<file path="config.mk">
export PLATFORM = sky130hd
export DESIGN_NAME = nv_shadow_ctrl
export DESIGN_NICKNAME = d
export VERILOG_FILES = /design/src/rtl/nvs_pkg.sv /design/src/rtl/nvs_flag.sv /design/src/rtl/nvs_arbiter.sv /design/src/rtl/nvs_sequencer.sv /design/src/rtl/nv_shadow_ctrl.sv
export SDC_FILE = /design/constraint.sdc
export NUM_CORES = 1
export LEC_CHECK = 0
export CAP_MARGIN = 20
export CORE_AREA = 2 2 49 85
export DETAILED_ROUTE_END_ITERATION = 8
export DIE_AREA = 0 0 51 87
export PLACE_DENSITY = 0.73
export SLEW_MARGIN = 15
export SYNTH_ARGS = -nofsm -noshare
export SYNTH_HDL_FRONTEND = slang
export SYNTH_SLANG_ARGS = --single-unit
</file>
<file path="constraint.sdc">
create_clock -name clk -period 3.4 [get_ports clk]
set_input_delay 0.68 -clock clk [delete_from_list [all_inputs] [get_ports clk]]
set_output_delay 0.68 -clock clk [all_outputs]
set_load 0.02 [all_outputs]
</file>
<file path="src/rtl/nvs_pkg.sv">
`timescale 1ns/1ps
package nvs_pkg;
  typedef enum logic [2:0] {ST_IDLE, ST_ERASE, ST_PROG, ST_CLEAR, ST_XFER} step_e;
  typedef enum logic [1:0] {OP_NONE, OP_STORE, OP_SW_RCL, OP_PU_RCL} op_e;

  function automatic int unsigned max2(input int unsigned a, input int unsigned b);
    return (a > b) ? a : b;
  endfunction

  function automatic int unsigned cnt_bits(input int unsigned max_len);
    return (max_len < 3) ? 1 : $clog2(max_len);
  endfunction
endpackage

</file>
<file path="src/rtl/nvs_flag.sv">
`timescale 1ns/1ps
module nvs_flag #(
  parameter bit RESET_VAL = 1'b0,
  parameter bit SET_WINS  = 1'b1
) (
  input  logic clk,
  input  logic rst_n,
  input  logic set_i,
  input  logic clr_i,
  output logic flag_o
);
  always_ff @(posedge clk or negedge rst_n) begin
    if (!rst_n)                         flag_o <= RESET_VAL;
    else if (SET_WINS && set_i)         flag_o <= 1'b1;
    else if (clr_i)                     flag_o <= 1'b0;
    else if (set_i)                     flag_o <= 1'b1;
  end
endmodule

</file>
<file path="src/rtl/nvs_arbiter.sv">
`timescale 1ns/1ps
module nvs_arbiter
  import nvs_pkg::*;
(
  input  logic idle_i,
  input  logic low_i,
  input  logic fall_evt_i,
  input  logic dirty_i,
  input  logic pend_i,
  input  logic sw_store_i,
  input  logic sw_recall_i,
  output op_e  op_o
);
  always_comb begin
    op_o = OP_NONE;
    if (idle_i) begin
      if (fall_evt_i && dirty_i)        op_o = OP_STORE;
      else if (sw_store_i && !low_i)    op_o = OP_STORE;
      else if (pend_i && !low_i)        op_o = OP_PU_RCL;
      else if (sw_recall_i)             op_o = OP_SW_RCL;
    end
  end
endmodule

</file>
<file path="src/rtl/nvs_sequencer.sv">
`timescale 1ns/1ps
module nvs_sequencer
  import nvs_pkg::*;
#(
  parameter int unsigned ERASE_CYC   = 4,
  parameter int unsigned PROG_CYC    = 4,
  parameter int unsigned CLEAR_CYC   = 4,
  parameter int unsigned XFER_CYC    = 4,
  parameter int unsigned PU_XFER_CYC = 4
) (
  input  logic  clk,
  input  logic  rst_n,
  input  op_e   op_i,
  output step_e step_o,
  output logic  done_o
);
  localparam int unsigned MAX_LEN =
    max2(max2(ERASE_CYC, PROG_CYC), max2(CLEAR_CYC, max2(XFER_CYC, PU_XFER_CYC)));
  localparam int unsigned CW = cnt_bits(MAX_LEN);

  logic [CW-1:0] cnt_q;
  logic          pu_q;

  function automatic logic [CW-1:0] len_m1(input step_e s, input logic pu);
    case (s)
      ST_ERASE: return CW'(ERASE_CYC - 1);
      ST_PROG:  return CW'(PROG_CYC - 1);
      ST_CLEAR: return CW'(CLEAR_CYC - 1);
      ST_XFER:  return pu ? CW'(PU_XFER_CYC - 1) : CW'(XFER_CYC - 1);
      default:  return '0;
    endcase
  endfunction

  assign done_o = (step_o == ST_PROG || step_o == ST_XFER) && (cnt_q == '0);

  always_ff @(posedge clk or negedge rst_n) begin
    if (!rst_n) begin
      step_o <= ST_IDLE;
      cnt_q  <= '0;
      pu_q   <= 1'b0;
    end else if (step_o == ST_IDLE) begin
      if (op_i == OP_STORE) begin
        step_o <= ST_ERASE;
        cnt_q  <= len_m1(ST_ERASE, 1'b0);
      end else if (op_i != OP_NONE) begin
        step_o <= ST_CLEAR;
        cnt_q  <= len_m1(ST_CLEAR, 1'b0);
        pu_q   <= (op_i == OP_PU_RCL);
      end
    end else if (cnt_q != '0) begin
      cnt_q <= cnt_q - 1'b1;
    end else begin
      case (step_o)
        ST_ERASE: begin step_o <= ST_PROG; cnt_q <= len_m1(ST_PROG, pu_q); end
        ST_CLEAR: begin step_o <= ST_XFER; cnt_q <= len_m1(ST_XFER, pu_q); end
        default:  step_o <= ST_IDLE;
      endcase
    end
  end
endmodule

</file>
<file path="src/rtl/nv_shadow_ctrl.sv">
`timescale 1ns/1ps
module nv_shadow_ctrl
  import nvs_pkg::*;
#(
  parameter int unsigned ERASE_CYC   = 1250000,
  parameter int unsigned PROG_CYC    = 1250000,
  parameter int unsigned CLEAR_CYC   = 1000,
  parameter int unsigned XFER_CYC    = 4000,
  parameter int unsigned PU_XFER_CYC = 136500
) (
  input  logic clk,
  input  logic rst_n,
  input  logic below_switch,
  input  logic below_reset,
  input  logic wr_strobe,
  input  logic sw_store_req,
  input  logic sw_recall_req,
  output logic busy,
  output logic access_off,
  output logic wr_inhibit,
  output logic cmd_erase,
  output logic cmd_program,
  output logic cmd_clear,
  output logic cmd_xfer
);
  step_e step;
  op_e   op;
  logic  seq_done, dirty, recall_pend, low_q, fall_evt, wr_accept;

  always_ff @(posedge clk or negedge rst_n) begin
    if (!rst_n) low_q <= 1'b1;
    else        low_q <= below_switch;
  end

  assign fall_evt  = below_switch && !low_q;
  assign busy      = (step != ST_IDLE);
  assign access_off = busy;
  assign wr_inhibit = busy || below_switch;
  assign wr_accept = wr_strobe && !wr_inhibit;

  assign cmd_erase   = (step == ST_ERASE);
  assign cmd_program = (step == ST_PROG);
  assign cmd_clear   = (step == ST_CLEAR);
  assign cmd_xfer    = (step == ST_XFER);

  nvs_flag #(.RESET_VAL(1'b0), .SET_WINS(1'b0)) u_dirty (
    .clk(clk), .rst_n(rst_n), .set_i(wr_accept), .clr_i(seq_done), .flag_o(dirty));

  nvs_flag #(.RESET_VAL(1'b1), .SET_WINS(1'b1)) u_pend (
    .clk(clk), .rst_n(rst_n), .set_i(below_reset), .clr_i(op == OP_PU_RCL),
    .flag_o(recall_pend));

  nvs_arbiter u_arb (
    .idle_i(!busy), .low_i(below_switch), .fall_evt_i(fall_evt), .dirty_i(dirty),
    .pend_i(recall_pend), .sw_store_i(sw_store_req), .sw_recall_i(sw_recall_req),
    .op_o(op));

  nvs_sequencer #(
    .ERASE_CYC(ERASE_CYC), .PROG_CYC(PROG_CYC), .CLEAR_CYC(CLEAR_CYC),
    .XFER_CYC(XFER_CYC), .PU_XFER_CYC(PU_XFER_CYC)
  ) u_seq (
    .clk(clk), .rst_n(rst_n), .op_i(op), .step_o(step), .done_o(seq_done));
endmodule

</file>
# After elaboration in Yosys (flattened, before gate mapping)

Cells that the tools add are included.
Widths: inputs -> output; s select.

Logic and storage cells: 58
Flip-flop bits (word level): 28
Output and inout bits: 7

Equal/unequal tests: 8
Muxes and demuxes: 20
Add/sub/neg operators: 1
Bitwise logic cells: 1
Reductions and logical operators: 22

Operators with widths:

| kind                  | count |
|---|---|
| $mux 21               | 4 |
| $pmux 21 s2           | 1 |
| $logic_not 21->1      | 1 |
| $reduce_bool 21->1    | 1 |
| $sub 21x1->21 const B | 1 |
| $mux 18               | 1 |
| $mux 3                | 4 |
| $mux 2                | 5 |
| $eq 3x2->1 const B    | 2 |
| $logic_and 1x1->1     | 6 |
| $pmux 3 s2            | 1 |
| $reduce_bool 2->1     | 3 |
| $mux 1                | 4 |
| $reduce_and 2->1      | 2 |
| $reduce_bool 4->1     | 1 |
| $eq 3x1->1 const B    | 1 |
| $eq 3x3->1 const B    | 1 |
| $logic_not 1->1       | 3 |
| $logic_not 3->1       | 1 |
| $ne 3x3->1 const B    | 1 |
| $reduce_and 3->1      | 1 |
| $reduce_bool 3->1     | 1 |
| $eq 2x1->1 const B    | 1 |
| $eq 2x2->1 const B    | 1 |
| 3 further kinds       | 4 |

# Longest topological paths before layout

Depth in word-level cells: 10
Mapped depth: 7

# Modules after synthesis

From an unflattened synthesis, not the netlist that was laid out.

Cells, all modules: 229
Area total of the unflattened synthesis: 1875.5 µm²

By module, submodules not included:

| module              | area an instance (µm²) | cells an instance | instances |
|---|---|---|---|
| nvs_sequencer       | 1651.6                 | 205               | 1 |
| nv_shadow_ctrl      | 108.9                  | 13                | 1 |
| nvs_arbiter         | 42.5                   | 6                 | 1 |
| nvs_flag at u_pend  | 37.5                   | 3                 | 1 |
| nvs_flag at u_dirty | 35.0                   | 2                 | 1 |

# Worst setup path before layout

No wires, ideal clock.

Path kind: register -> register
Start point: register u_seq.cnt_q[5]
End point: register u_seq.cnt_q[20]
Data arrival time: 2.262 ns
Slack: 1.012 ns
Stages on the path, launching flop included: 7
Library setup time: 0.126 ns
Period minus slack after synthesis: 2.388 ns
Path through: dfrtp_1 or4_4 buf_6 nor4_4 a21oi_1 a211o_1 a221o_1

Cells in the longest elaborated chain, start to end: 3
Elaborated cells on any way between the ends: 6
Those cells by class: add/sub (1); mux (2); reduce/logical (3)

RTL lines:

| item                                                       | line                                     | source |
|---|---|---|
| start, declared                                            | nvs_sequencer.sv:21                      | `logic [CW-1:0] cnt_q;` |
| start signal, assigned                                     | nvs_sequencer.sv:44                      | `cnt_q <= len_m1(ST_ERASE, 1'b0);` |
| start signal, assigned                                     | nvs_sequencer.sv:47                      | `cnt_q <= len_m1(ST_CLEAR, 1'b0);` |
| start signal, assigned                                     | nvs_sequencer.sv:51                      | `cnt_q <= cnt_q - 1'b1;` |
| $sub 21x1->21 / $reduce_bool 21->1 (equally long branches) | nvs_sequencer.sv:51, nvs_sequencer.sv:50 |  |
| $mux 21 / $reduce_bool 4->1 (equally long branches)        | --                                       |  |
| $mux 21 / $reduce_and 2->1 (equally long branches)         | --                                       |  |

Several ways; a longest one is shown, not always the timed one.
A chain may end at the register's enable or synchronous reset.

# Worst setup path in the final report

Start point: register u_seq.step_o[0]
End point: output cmd_clear

Cells in the longest elaborated chain, start to end: 1

RTL lines:

| item                   | line                 | source |
|---|---|---|
| start, declared        | nvs_sequencer.sv:14  | `output step_e step_o,` |
| start signal, assigned | nvs_sequencer.sv:38  | `step_o <= ST_IDLE;` |
| start signal, assigned | nvs_sequencer.sv:43  | `step_o <= ST_ERASE;` |
| start signal, assigned | nvs_sequencer.sv:46  | `step_o <= ST_CLEAR;` |
| $eq 3x2->1             | --                   |  |
| end, declared          | nv_shadow_ctrl.sv:23 | `output logic cmd_clear,` |

No other way between the ends.

==> impl_metrics.py <==
metrics = {
    "placed_design": {
        "port_buffers": 13,
        "dpl.hpwl_mm": 4.337,
        "dpl_worst_slack_ns": 0.6782,
        "dp_cells": 291,
        "dpl_cell_area_um2": 2152,
        "place_congestion": 0.9236,
    },
    "power": {
        "leakage_nw": 0.8376,
        "power_per_cell_area_nw_per_um2": 282.0,
        "irDropWorstVdd_v": 0.0002684,
        "p_switching_w": 0.0001240,
        "switching_share_pct": 19.77,
        "pwr-share-seq_pct": 54.0,
        "share_comb_of_total_power_pct": 3.4,
        "intPower_w": 0.0005031,
        "p_clk_share_pct": 42.5,
    },
    "synthesis": {
        "seq_area_frac_synth_pct": 35.48,
        "ys_seq_elements": 28,
        "async_flop_share_pct": 100.0,
        "syn_inst": 236,
        "synth_area_um2": 1982,
        "synth_edf_count": 0,
        "yosysUniqueCellTypes": 56,
        "synth_flop_cell": "dfrtp_1",
        "avgSynthCellArea_um2": 8.398,
        "synth_nets": 245,
        "ys_warn_count": 0,
    },
    "drt": {
        "firstDrtPassIters": 5,
        "wl_mm": 5.865,
        "wl_met1_mm": 2.304,
        "wl_met2_mm": 3.007,
        "via_per_inst": 6.800,
        "drt_iter0_drc": 88,
        "ant_nets": 0,
        "wl_per_cell_um": 19.88,
        "route.detailed.drc": 0,
        "dr_wl_met3_um": 247,
        "dr.max_layer_used": "met4",
        "dr_total_vias": 2006,
    },
    "cts": {
        "clockRootBuffer": "clkbuf_8",
        "post_cts_resize_count": 0,
        "cts_setup_buffers": 0,
        "cts_tree": "built",
        "clock_latency_ns": 0.28,
        "clockBufferDepth": 2,
        "htreeDepth": 1,
        "clock-sinks": 28,
        "cts_buffers": 3,
        "hold_buffers": 0,
        "clkSlewWorstSetupHoldPaths_ns": 0.10,
    },
    "min_path": {
        "min_path_type": "register to register",
        "hold_path_depth": 2,
    },
    "setup_path": {
        "max_stage_delay_ns": 0.64,
        "r2r_start": "u_seq.cnt_q[5]$_DFFE_PN0P_",
        "path_cells": "nor2b_1, nand2_1, inv_1, clkdlybuf4s50_1",
        "startpoint": "u_seq.step_o[0]$_DFFE_PN0P_",
        "cpMaxStageDelayCell": "clkdlybuf4s50_1",
        "cp_max_fo": 12,
        "start_kind": "register",
        "cp-endpoint": "cmd_clear",
        "rrSetupSlack_ns": 0.71,
        "ff2ff_path_depth": 5,
        "r2r-end": "u_seq.cnt_q[20]$_DFFE_PN0P_",
        "end_kind": "output port",
        "worstPathArrival_ns": 2.28,
        "critPathRequiredTime_ns": 2.72,
        "path_class": "register to output port",
    },
    "floorplanning": {
        "coreArea_um2": 3791,
        "die_w_um": 51,
        "io_pins": 14,
        "start_util_pct": 52.28,
        "die-area_um2": 4437,
        "die_h_um": 87,
        "row_count": 30,
    },
    "global_routing": {
        "grt.total_usage_pct": 28.94,
        "grt_max_degree": 29,
        "grt_pass1_vias": 1980,
        "grt.overflow.total": 0,
        "grt_pass1_wl_mm": 9.528,
        "antenna_found_initial": 0,
    },
    "layout": {
        "postLayoutCoreUtil_pct": 58.65,
        "final_nets": 257,
        "area_delta_synth_final_pct": 12.18,
        "final_cell_mix": "dfrtp_1, nand2_1, a21oi_1",
        "final_common_cell": "dfrtp_1",
        "antenna_cells": 0,
        "final_cell_area_um2": 2223,
        "stdcell_count": 295,
        "layout-drive-gt1-share_pct": 7.692,
    },
    "sta": {
        "slew_viol_final": 0,
        "slew_headroom_pct": 55.27,
        "rsz0062_at_grt": "no",
        "finalSetupViolations": 0,
        "layout_setup_ws_ns": 0.4442,
        "min_period_ns": 2.956,
        "tightest_slew_ns": 0.6648,
        "period_share_pct": 86.94,
        "fin_tns_setup_ns": 0,
        "clock_skew_ns": 0.004154,
        "hold_viol": 0,
        "fmax_mhz": 338.3,
    },
    "run": {
        "cap_violations": 0,
    },
    "outcome": {
        "outcome": "completed",
    },
}
==> how the worst min path moves through the flow <==
| stage | start | endpoint | slack, ns |
|---|---|---|---|
| after floorplan | rst_n | u_dirty.flag_o$_DFFE_PN0P_ | 0.38 |
| after global placement | u_pend.flag_o$_DFFE_PN1P_ | u_pend.flag_o$_DFFE_PN1P_ | 0.50 |
| after detailed placement | u_pend.flag_o$_DFFE_PN1P_ | u_pend.flag_o$_DFFE_PN1P_ | 0.49 |
| after CTS | u_pend.flag_o$_DFFE_PN1P_ | u_pend.flag_o$_DFFE_PN1P_ | 0.51 |
| after global routing | u_pend.flag_o$_DFFE_PN1P_ | u_pend.flag_o$_DFFE_PN1P_ | 0.56 |
| final | u_pend.flag_o$_DFFE_PN1P_ | u_pend.flag_o$_DFFE_PN1P_ | 0.50 |
==> cells by family (layout without fill, tap and decap cells) <==
logic type	count (synthesis)	after routing	synth area share, %
simple gates	104	104	29.36
fa+ha+maj	2	2	1.262
buf+inv	22	33	5.176
xor+xnor	2	2	0.8840
compound gates	75	75	26.33
flops	28	28	35.48
mux	3	3	1.515
==> flip-flops by register name, summed over array words and instances (netlist names) <==
name            cells
u_seq.cnt_q        21
u_seq.step_o        3
low_q               1
u_dirty.flag_o      1
u_pend.flag_o       1
u_seq.pu_q          1
==> power by group through the flow <==
| stage | sequential (W) | clock [W] | combinational (W) |
|---|---|---|---|
| 3_5_place_dp | 0.000345 | 0 | 0.0000219 |
| 5_1_grt | 0.000339 | 0.000282 | 0.0000243 |
| 6_report | 0.000339 | 0.000267 | 0.0000215 |
| 4_1_cts | 0.000339 | 0.000270 | 0.0000218 |
| 2_1_floorplan | 0.000344 | 0 | 0.00000451 |
| 3_3_place_gp | 0.000345 | 0 | 0.0000217 |
==> worst max-delay path, delay by kind of cell (launching register included) <==
kind / cells / cell delay (ns)
and+or+nand+nor: 2 / 0.51
DFF: 1 / 0.58
buffers and inverters: 2 / 0.91
==> cells in the mapped netlist, types with 4 or more instances <==
library cell / number / area, um2
nor4_1: 8 / 50.05
nand4_1: 4 / 25.02
clkbuf_1: 8 / 30.03
dfrtp_1: 26 / 650.6
nand2_1: 20 / 75.07
nor2_1: 14 / 52.55
nand2b_1: 4 / 25.02
inv_1: 9 / 33.78
a21oi_1: 15 / 75.07
nor3_1: 13 / 65.06
nand3_1: 14 / 70.07
or3_1: 6 / 37.54
a211oi_1: 5 / 37.54
o21ai_0: 14 / 70.07
o211ai_1: 10 / 75.07
==> cell type report <==
class / instances / area (um2)
fill: 366 / 1568
sequential: 28 / 703.2
clock buffer: 3 / 41.29
inverter: 10 / 37.54
tap: 48 / 60.06
multi-input combinational: 186 / 1176
clock inverter: 1 / 30.03
timing repair buffer: 19 / 175.2
==> routing by layer <==
| layer | track usage, % | vias to the layer above |
|---|---|---|
| met5 | 0 | - |
| met4 | 19.66 | 0 |
| met3 | 3.608 | 24 |
| met2 | 49.70 | 75 |
| met1 | 32.48 | 973 |
| li1 | - | 934 |
==> through the flow <==
stage / power, W / hold WS (ns)
2_1_floorplan: 0.0003490 / 0.3844
3_3_place_gp: 0.0003668 / 0.4996
3_5_place_dp: 0.0003670 / 0.4943
4_1_cts: 0.0006302 / 0.5136
5_1_grt: 0.0006448 / 0.5578
6_report: 0.0006271 / 0.5033
No activity file was read; power rests on OpenSTA's default activity.
